<file path="src/rtl/tw_pkg.sv">
package tw_pkg;
  typedef struct packed {
    logic timerLoad;
    logic timerInc;
    logic wdgClr;
    logic wdgInc;
  } twStrobe_t;
endpackage

</file>
<file path="src/rtl/tw_ctrl.sv">
module tw_ctrl import tw_pkg::*; #(
  parameter int PRE_W   = 8,
  parameter int RATIO_W = 3
) (
  input  logic               clk,
  input  logic               rstN,
  input  logic               cycEn,
  input  logic               extPin,
  input  logic               srcExt,
  input  logic               edgeFall,
  input  logic               preToWdg,
  input  logic [RATIO_W-1:0] ratioSel,
  input  logic               wdgEn,
  input  logic               timerWr,
  input  logic               clrWdg,
  input  logic               sleepCmd,
  input  logic               wdgTick,
  output twStrobe_t          str
);
  localparam int SYNC_N = 2;

  logic [SYNC_N:0]    pinSync;
  logic               extEvt, tmrSrcEvt, wdgSrcEvt;
  logic               preIn, preClr, tapHit, preOut, wdgClrReq;
  logic [PRE_W-1:0]   preCnt, tapMask;
  int unsigned        tapLen;

  // Synchronizer stages plus one history stage for edge detection
  always_ff @(posedge clk or negedge rstN) begin
    if (!rstN) pinSync <= '0;
    else       pinSync <= {pinSync[SYNC_N-1:0], extPin};
  end

  always_comb begin
    if (edgeFall) extEvt = !pinSync[SYNC_N-1] && pinSync[SYNC_N];
    else          extEvt = pinSync[SYNC_N-1] && !pinSync[SYNC_N];
  end

  assign tmrSrcEvt = srcExt ? extEvt : cycEn;
  assign wdgSrcEvt = wdgEn && wdgTick;
  assign wdgClrReq = clrWdg || sleepCmd;
  assign preIn     = preToWdg ? wdgSrcEvt : tmrSrcEvt;
  assign preClr    = preToWdg ? wdgClrReq : timerWr;

  // Tap selection: timer ratio is one step longer than watchdog ratio
  always_comb begin
    tapLen = preToWdg ? int'(ratioSel) : int'(ratioSel) + 1;
    for (int i = 0; i < PRE_W; i++) tapMask[i] = (i < int'(tapLen));
  end

  assign tapHit = &(preCnt | ~tapMask);
  assign preOut = preIn && tapHit;

  always_ff @(posedge clk or negedge rstN) begin
    if (!rstN)      preCnt <= '0;
    else if (preClr) preCnt <= '0;
    else if (preIn)  preCnt <= preCnt + 1'b1;
  end

  always_comb begin
    str.timerLoad = timerWr;
    str.timerInc  = preToWdg ? tmrSrcEvt : preOut;
    str.wdgClr    = wdgClrReq;
    str.wdgInc    = preToWdg ? preOut : wdgSrcEvt;
  end

  assert_wdg_clear_pre_R7: assert property (@(posedge clk) disable iff (!rstN)
    (wdgClrReq && preToWdg) |=> (preCnt == '0));
  assert_write_clear_pre_R5: assert property (@(posedge clk) disable iff (!rstN)
    (timerWr && !preToWdg) |=> (preCnt == '0));
  assert_disabled_quiet_R9: assert property (@(posedge clk) disable iff (!rstN)
    (!wdgEn && preToWdg) |=> $stable(preCnt) || $past(wdgClrReq));
endmodule

</file>
<file path="src/rtl/tw_data.sv">
module tw_data import tw_pkg::*; #(
  parameter int TMR_W      = 8,
  parameter int WDG_PERIOD = 1024
) (
  input  logic             clk,
  input  logic             rstN,
  input  twStrobe_t        str,
  input  logic [TMR_W-1:0] wrData,
  output logic [TMR_W-1:0] timerVal,
  output logic             timerOvf,
  output logic             wdgReset
);
  localparam int WDG_CW = $clog2(WDG_PERIOD + 1);
  localparam logic [WDG_CW-1:0] WDG_LAST = WDG_CW'(WDG_PERIOD - 1);

  logic [WDG_CW-1:0] wdgCnt;
  logic              wdgHit;

  always_ff @(posedge clk or negedge rstN) begin
    if (!rstN) begin
      timerVal <= '0;
      timerOvf <= 1'b0;
    end else begin
      timerOvf <= 1'b0;
      if (str.timerLoad) begin
        timerVal <= wrData;
      end else if (str.timerInc) begin
        timerVal <= timerVal + 1'b1;
        timerOvf <= &timerVal;
      end
    end
  end

  assign wdgHit = str.wdgInc && (wdgCnt == WDG_LAST);

  always_ff @(posedge clk or negedge rstN) begin
    if (!rstN) begin
      wdgCnt   <= '0;
      wdgReset <= 1'b0;
    end else begin
      wdgReset <= 1'b0;
      if (str.wdgClr) begin
        wdgCnt <= '0;
      end else if (wdgHit) begin
        wdgCnt   <= '0;
        wdgReset <= 1'b1;
      end else if (str.wdgInc) begin
        wdgCnt <= wdgCnt + 1'b1;
      end
    end
  end

  assert_ovf_wrap_R4: assert property (@(posedge clk) disable iff (!rstN)
    timerOvf |-> (timerVal == '0) && ($past(timerVal) == '1));
  assert_timer_hold_R2: assert property (@(posedge clk) disable iff (!rstN)
    (!str.timerLoad && !str.timerInc) |=> $stable(timerVal));
  assert_load_wins_R10: assert property (@(posedge clk) disable iff (!rstN)
    str.timerLoad |=> (timerVal == $past(wrData)));
  assert_reset_pulse_R6: assert property (@(posedge clk) disable iff (!rstN)
    wdgReset |=> !wdgReset);
  assert_restart_R6: assert property (@(posedge clk) disable iff (!rstN)
    wdgReset |-> (wdgCnt == '0));
endmodule

</file>
<file path="src/rtl/timer_watchdog.sv">
module timer_watchdog import tw_pkg::*; #(
  parameter int TMR_W      = 8,
  parameter int PRE_W      = 8,
  parameter int RATIO_W    = 3,
  parameter int WDG_PERIOD = 1024
) (
  input  logic               clk,
  input  logic               rstN,
  input  logic               cycEn,
  input  logic               extPin,
  input  logic               srcExt,
  input  logic               edgeFall,
  input  logic               preToWdg,
  input  logic [RATIO_W-1:0] ratioSel,
  input  logic               wdgEn,
  input  logic               timerWr,
  input  logic [TMR_W-1:0]   timerWrData,
  input  logic               clrWdg,
  input  logic               sleepCmd,
  input  logic               wdgTick,
  output logic [TMR_W-1:0]   timerVal,
  output logic               timerOvf,
  output logic               wdgReset
);
  twStrobe_t str;

  tw_ctrl #(.PRE_W(PRE_W), .RATIO_W(RATIO_W)) u_ctrl (
    .clk(clk), .rstN(rstN), .cycEn(cycEn), .extPin(extPin), .srcExt(srcExt),
    .edgeFall(edgeFall), .preToWdg(preToWdg), .ratioSel(ratioSel), .wdgEn(wdgEn),
    .timerWr(timerWr), .clrWdg(clrWdg), .sleepCmd(sleepCmd), .wdgTick(wdgTick),
    .str(str)
  );

  tw_data #(.TMR_W(TMR_W), .WDG_PERIOD(WDG_PERIOD)) u_data (
    .clk(clk), .rstN(rstN), .str(str), .wrData(timerWrData),
    .timerVal(timerVal), .timerOvf(timerOvf), .wdgReset(wdgReset)
  );
endmodule

</file>
<file path="config.mk">
export PLATFORM = sky130hd
export DESIGN_NAME = timer_watchdog
export DESIGN_NICKNAME = d
export VERILOG_FILES = /design/src/rtl/tw_pkg.sv /design/src/rtl/tw_ctrl.sv /design/src/rtl/tw_data.sv /design/src/rtl/timer_watchdog.sv
export SDC_FILE = /design/constraint.sdc
export NUM_CORES = 1
export LEC_CHECK = 0
export CAP_MARGIN = 20
export CORE_UTILIZATION = 54
export CTS_BUF_LIST = sky130_fd_sc_hd__clkbuf_16
export CTS_CLUSTER_DIAMETER = 50
export DETAILED_ROUTE_END_ITERATION = 8
export HOLD_SLACK_MARGIN = 0.06
export PLACE_DENSITY = 0.85
export SLEW_MARGIN = 0
export SYNTH_ARGS = -nofsm -noshare
export SYNTH_HDL_FRONTEND = slang
export SYNTH_SLANG_ARGS = --single-unit
</file>
<file path="constraint.sdc">
create_clock -name clk -period 2.2 [get_ports clk]
set_input_delay 0.22 -clock clk [delete_from_list [all_inputs] [get_ports clk]]
set_output_delay 0.22 -clock clk [all_outputs]
set_load 0.01 [all_outputs]
</file>
==> run metrics <==
max-cap violations 0; Post-Syn Instances 237; Post-synth ARST share 1.00; via count 2003; main flop type after synthesis dfrtp_1; total power 0.00164 W; RSZ-0062 raised after global routing no; GRT overflow 0; Routability Congestion 0.892; top-area cell type share of the netlist area 0.384; dominant cell type by area after synthesis dfrtp_1; leak pwr 1.07 nW; DR pass1 iterations 4; placed cell area 2550 um^2; Die Span X 64.1 um; YS warnings 0; Reg2Reg Setup Slack 0.22 ns; Distinct cells, synth 47; fmax 0.485 GHz; TritonCTS clock tree done; die footprint 4110 um^2; initial antenna violation count 0; Mean Syn Cell Area 8.79 um^2; GRT Total Usage 0.275; largest net degree at the start of global routing 33; clk buf depth 2; Max-slew headroom 0.726; HPWL after detailed placement ~3600 um; area delta synth->final 31.4%; DRC violations left 0; clock root cell clkbuf_16; vias per cell 6.03; register bit total from synthesis 32; drt initial violations 158; Mapped Nets 264; Max Clock Skew 0.00314 ns; Port Buf Inserts 32; FP Rows 22; clock-pin slew on the worst setup and hold paths about 0.050 ns; Period minus WS final 2.06 ns; Finished Cell Area 2740 um^2; Startpoint Class input port; vias in the first global route approximately 1900; number of synthesized flops with an enable pin 0; antenna-violating nets left 0; Ant. Diodes 0; CTS Sinks 32; core area 3690 um^2; first-pass GRT wire length 8860 um; CTS Buf Count 5; drt total wl 5180 um; Worst-Skew Late Latency 0.28 ns; Sw Pwr 0.000444 W; Sequential Power Share 0.402; # nets final between 300 and 400; cell internal pwr 0.00120 W; WS Path Type in -> reg; FILL cells roughly 270; min-delay worst type in -> async; Worst EP arrival 2.26 ns; Clock Power Share 0.389; average wire per cell in the routed design 15.6 um; sequential area share after synthesis 0.384; Hold WS 0.345 ns; Final Hold Vio Count 0; I/O pins 33; initial core utilization 0.565; CP endpoint kind flip-flop; CP Max Fanout 8; Max IR drop VDD slightly below 500 uV; max-slew violation total from the final report 0; H-tree Lvls 2; fin crit share 0.937; Chip Height 64.1 um; Post-CTS Setup Bufs 0; power density cells 600 nW/um^2; setup violators final 0; Tightest Pin Transition 0.411 ns; sw frac 0.270; Comb power frac 0.209; dominant cells by area after synthesis dfrtp_1 (38%), o211ai_1 (6.5%), nand2_1 (4.9%), nand3_1 (4.3%), mux2i_1 (3.4%); Synth Cell Area about 2100 um^2; layout cells sized above 1 0.141; data required time at the worst endpoint 2.40 ns; status finished clean
-- cells in the mapped netlist, drive strengths merged, types with 2 or more instances --
library cell / count
dfrtp: 32
nand2: 27
nand3: 19
o211ai: 19
nor2: 17
nor2b: 10
nor3: 9
or3: 8
a21oi: 7
clkbuf: 7
mux2i: 7
o21ai: 6
a211oi: 5
a22oi: 5
and3: 5
nand4: 5
xor2: 5
ha: 4
inv: 4
o2111ai: 4
and2: 3
buf: 3
nor4: 3
a221oi: 2
mux2: 2
nand2b: 2
nand3b: 2
nor3b: 2
-- cell usage in the layout (no fill, tap or decap), types with 2 or more instances in the layout --
master           netlist  layout
clkdlybuf4s50_1        0      32
a22oi_1                5       4
nor3_1                 9       9
nor3b_1                2       2
o2111ai_1              4       4
nand4_1                5       5
ha_1                   4       4
or3_1                  8       8
nor4_1                 3       3
mux2i_1                7       6
nand3b_1               2       2
xor2_1                 5       5
a21oi_1                6       6
o21ai_1                5       3
nand2b_1               2       2
nand3_1               18      18
and3_1                 5       5
nor2_1                17      17
dfrtp_1               32      32
o21ai_2                0       2
inv_1                  3       5
nor2b_1               10      10
a211oi_1               5       4
buf_4                  0      17
a221oi_1               2       2
clkbuf_16              0       5
and2_1                 3       3
o211ai_1              18      18
nand2_1               27      27
-- area by class of cell --
class | count | area (um^2) | share of cell area
clock buffers | 5 | 125 | 0.0457
clock inverters | 3 | 11.3 | 0.00412
inverters | 4 | 15.0 | 0.00549
multi-input cells | 191 | 1280 | 0.466
flip-flops and latches | 32 | 801 | 0.293
well taps | 48 | 60.1 | 0.0219
repair buffers | 49 | 448 | 0.164
-- final timing paths --
path,start,endpoint,cells past startpoint
setup / recovery,ratioSel[0],u_data.wdgCnt[1],8
hold / removal,rstN,u_data.timerVal[0],2
setup reg to reg,u_data.wdgCnt[0],u_data.wdgCnt[0],8
hold reg to reg,u_ctrl.pinSync[0],u_ctrl.pinSync[1],0
max in group asynchronous,rstN,u_data.wdgCnt[4],2
min in group clk,u_ctrl.pinSync[0],u_ctrl.pinSync[1],0
-- worst max-delay path, stage by stage --
cell             delay, ns
clkdlybuf4s50_1       0.44
ha_1                  0.35
mux2_2                0.28
nand2_1               0.08
a41o_4                0.26
o211ai_4              0.14
a21oi_2               0.29
mux2i_1               0.21
-- through the flow --
| stage | util | worst slack [ns] | cells | setup TNS [ns] |
|---|---|---|---|---|
| CTS | 0.730 | 0.0391 | 332 | 0 |
| detailed placement | 0.691 | -0.257 | 324 | -2.95 |
| finish | 0.742 | 0.138 | 332 | 0 |
| global route | 0.742 | 0.0277 | 332 | 0 |
| floorplan | - | 0.351 | 237 | 0 |
| global placement | 0.691 | -0.137 | 324 | -1.53 |
-- logic make-up after synthesis --
family,after synthesis,share of synthesized area
compound gates,56,0.205
xor+xnor,6,0.0252
simple gates,116,0.288
mux,9,0.0462
flops,32,0.384
fa+ha+maj,4,0.0240
buf+inv,14,0.0270
-- routing by layer --
layer | track usage | part of all wire
met5 | 0 | 0
met4 | 0.108 | 0.019
met3 | 0.0357 | 0.044
met2 | 0.453 | 0.49
met1 | 0.366 | 0.45
-- registers in the layout, indices dropped and copies added, names as in the netlist --
register	count
u_data.wdgCnt	11
u_ctrl.preCnt	8
u_data.timerVal	8
u_ctrl.pinSync	3
u_data.timerOvf	1
u_data.wdgReset	1
-- power by group through the flow --
stage | clock [W] | sequential, W | combinational, W
2_1_floorplan | 0 | 0.000669 | 0.000159
3_3_place_gp | 0 | 0.000667 | 0.000321
3_5_place_dp | 0 | 0.000669 | 0.000328
4_1_cts | 0.000644 | 0.000660 | 0.000331
5_1_grt | 0.000666 | 0.000665 | 0.000374
6_report | 0.000638 | 0.000661 | 0.000343
-- repair_timing --
action	CTS	global route
resized for setup	1	8
setup endpoints to repair	1	20
hold buffers	0	0
pin swaps	0	2
(Power assumes the default switching activity.)
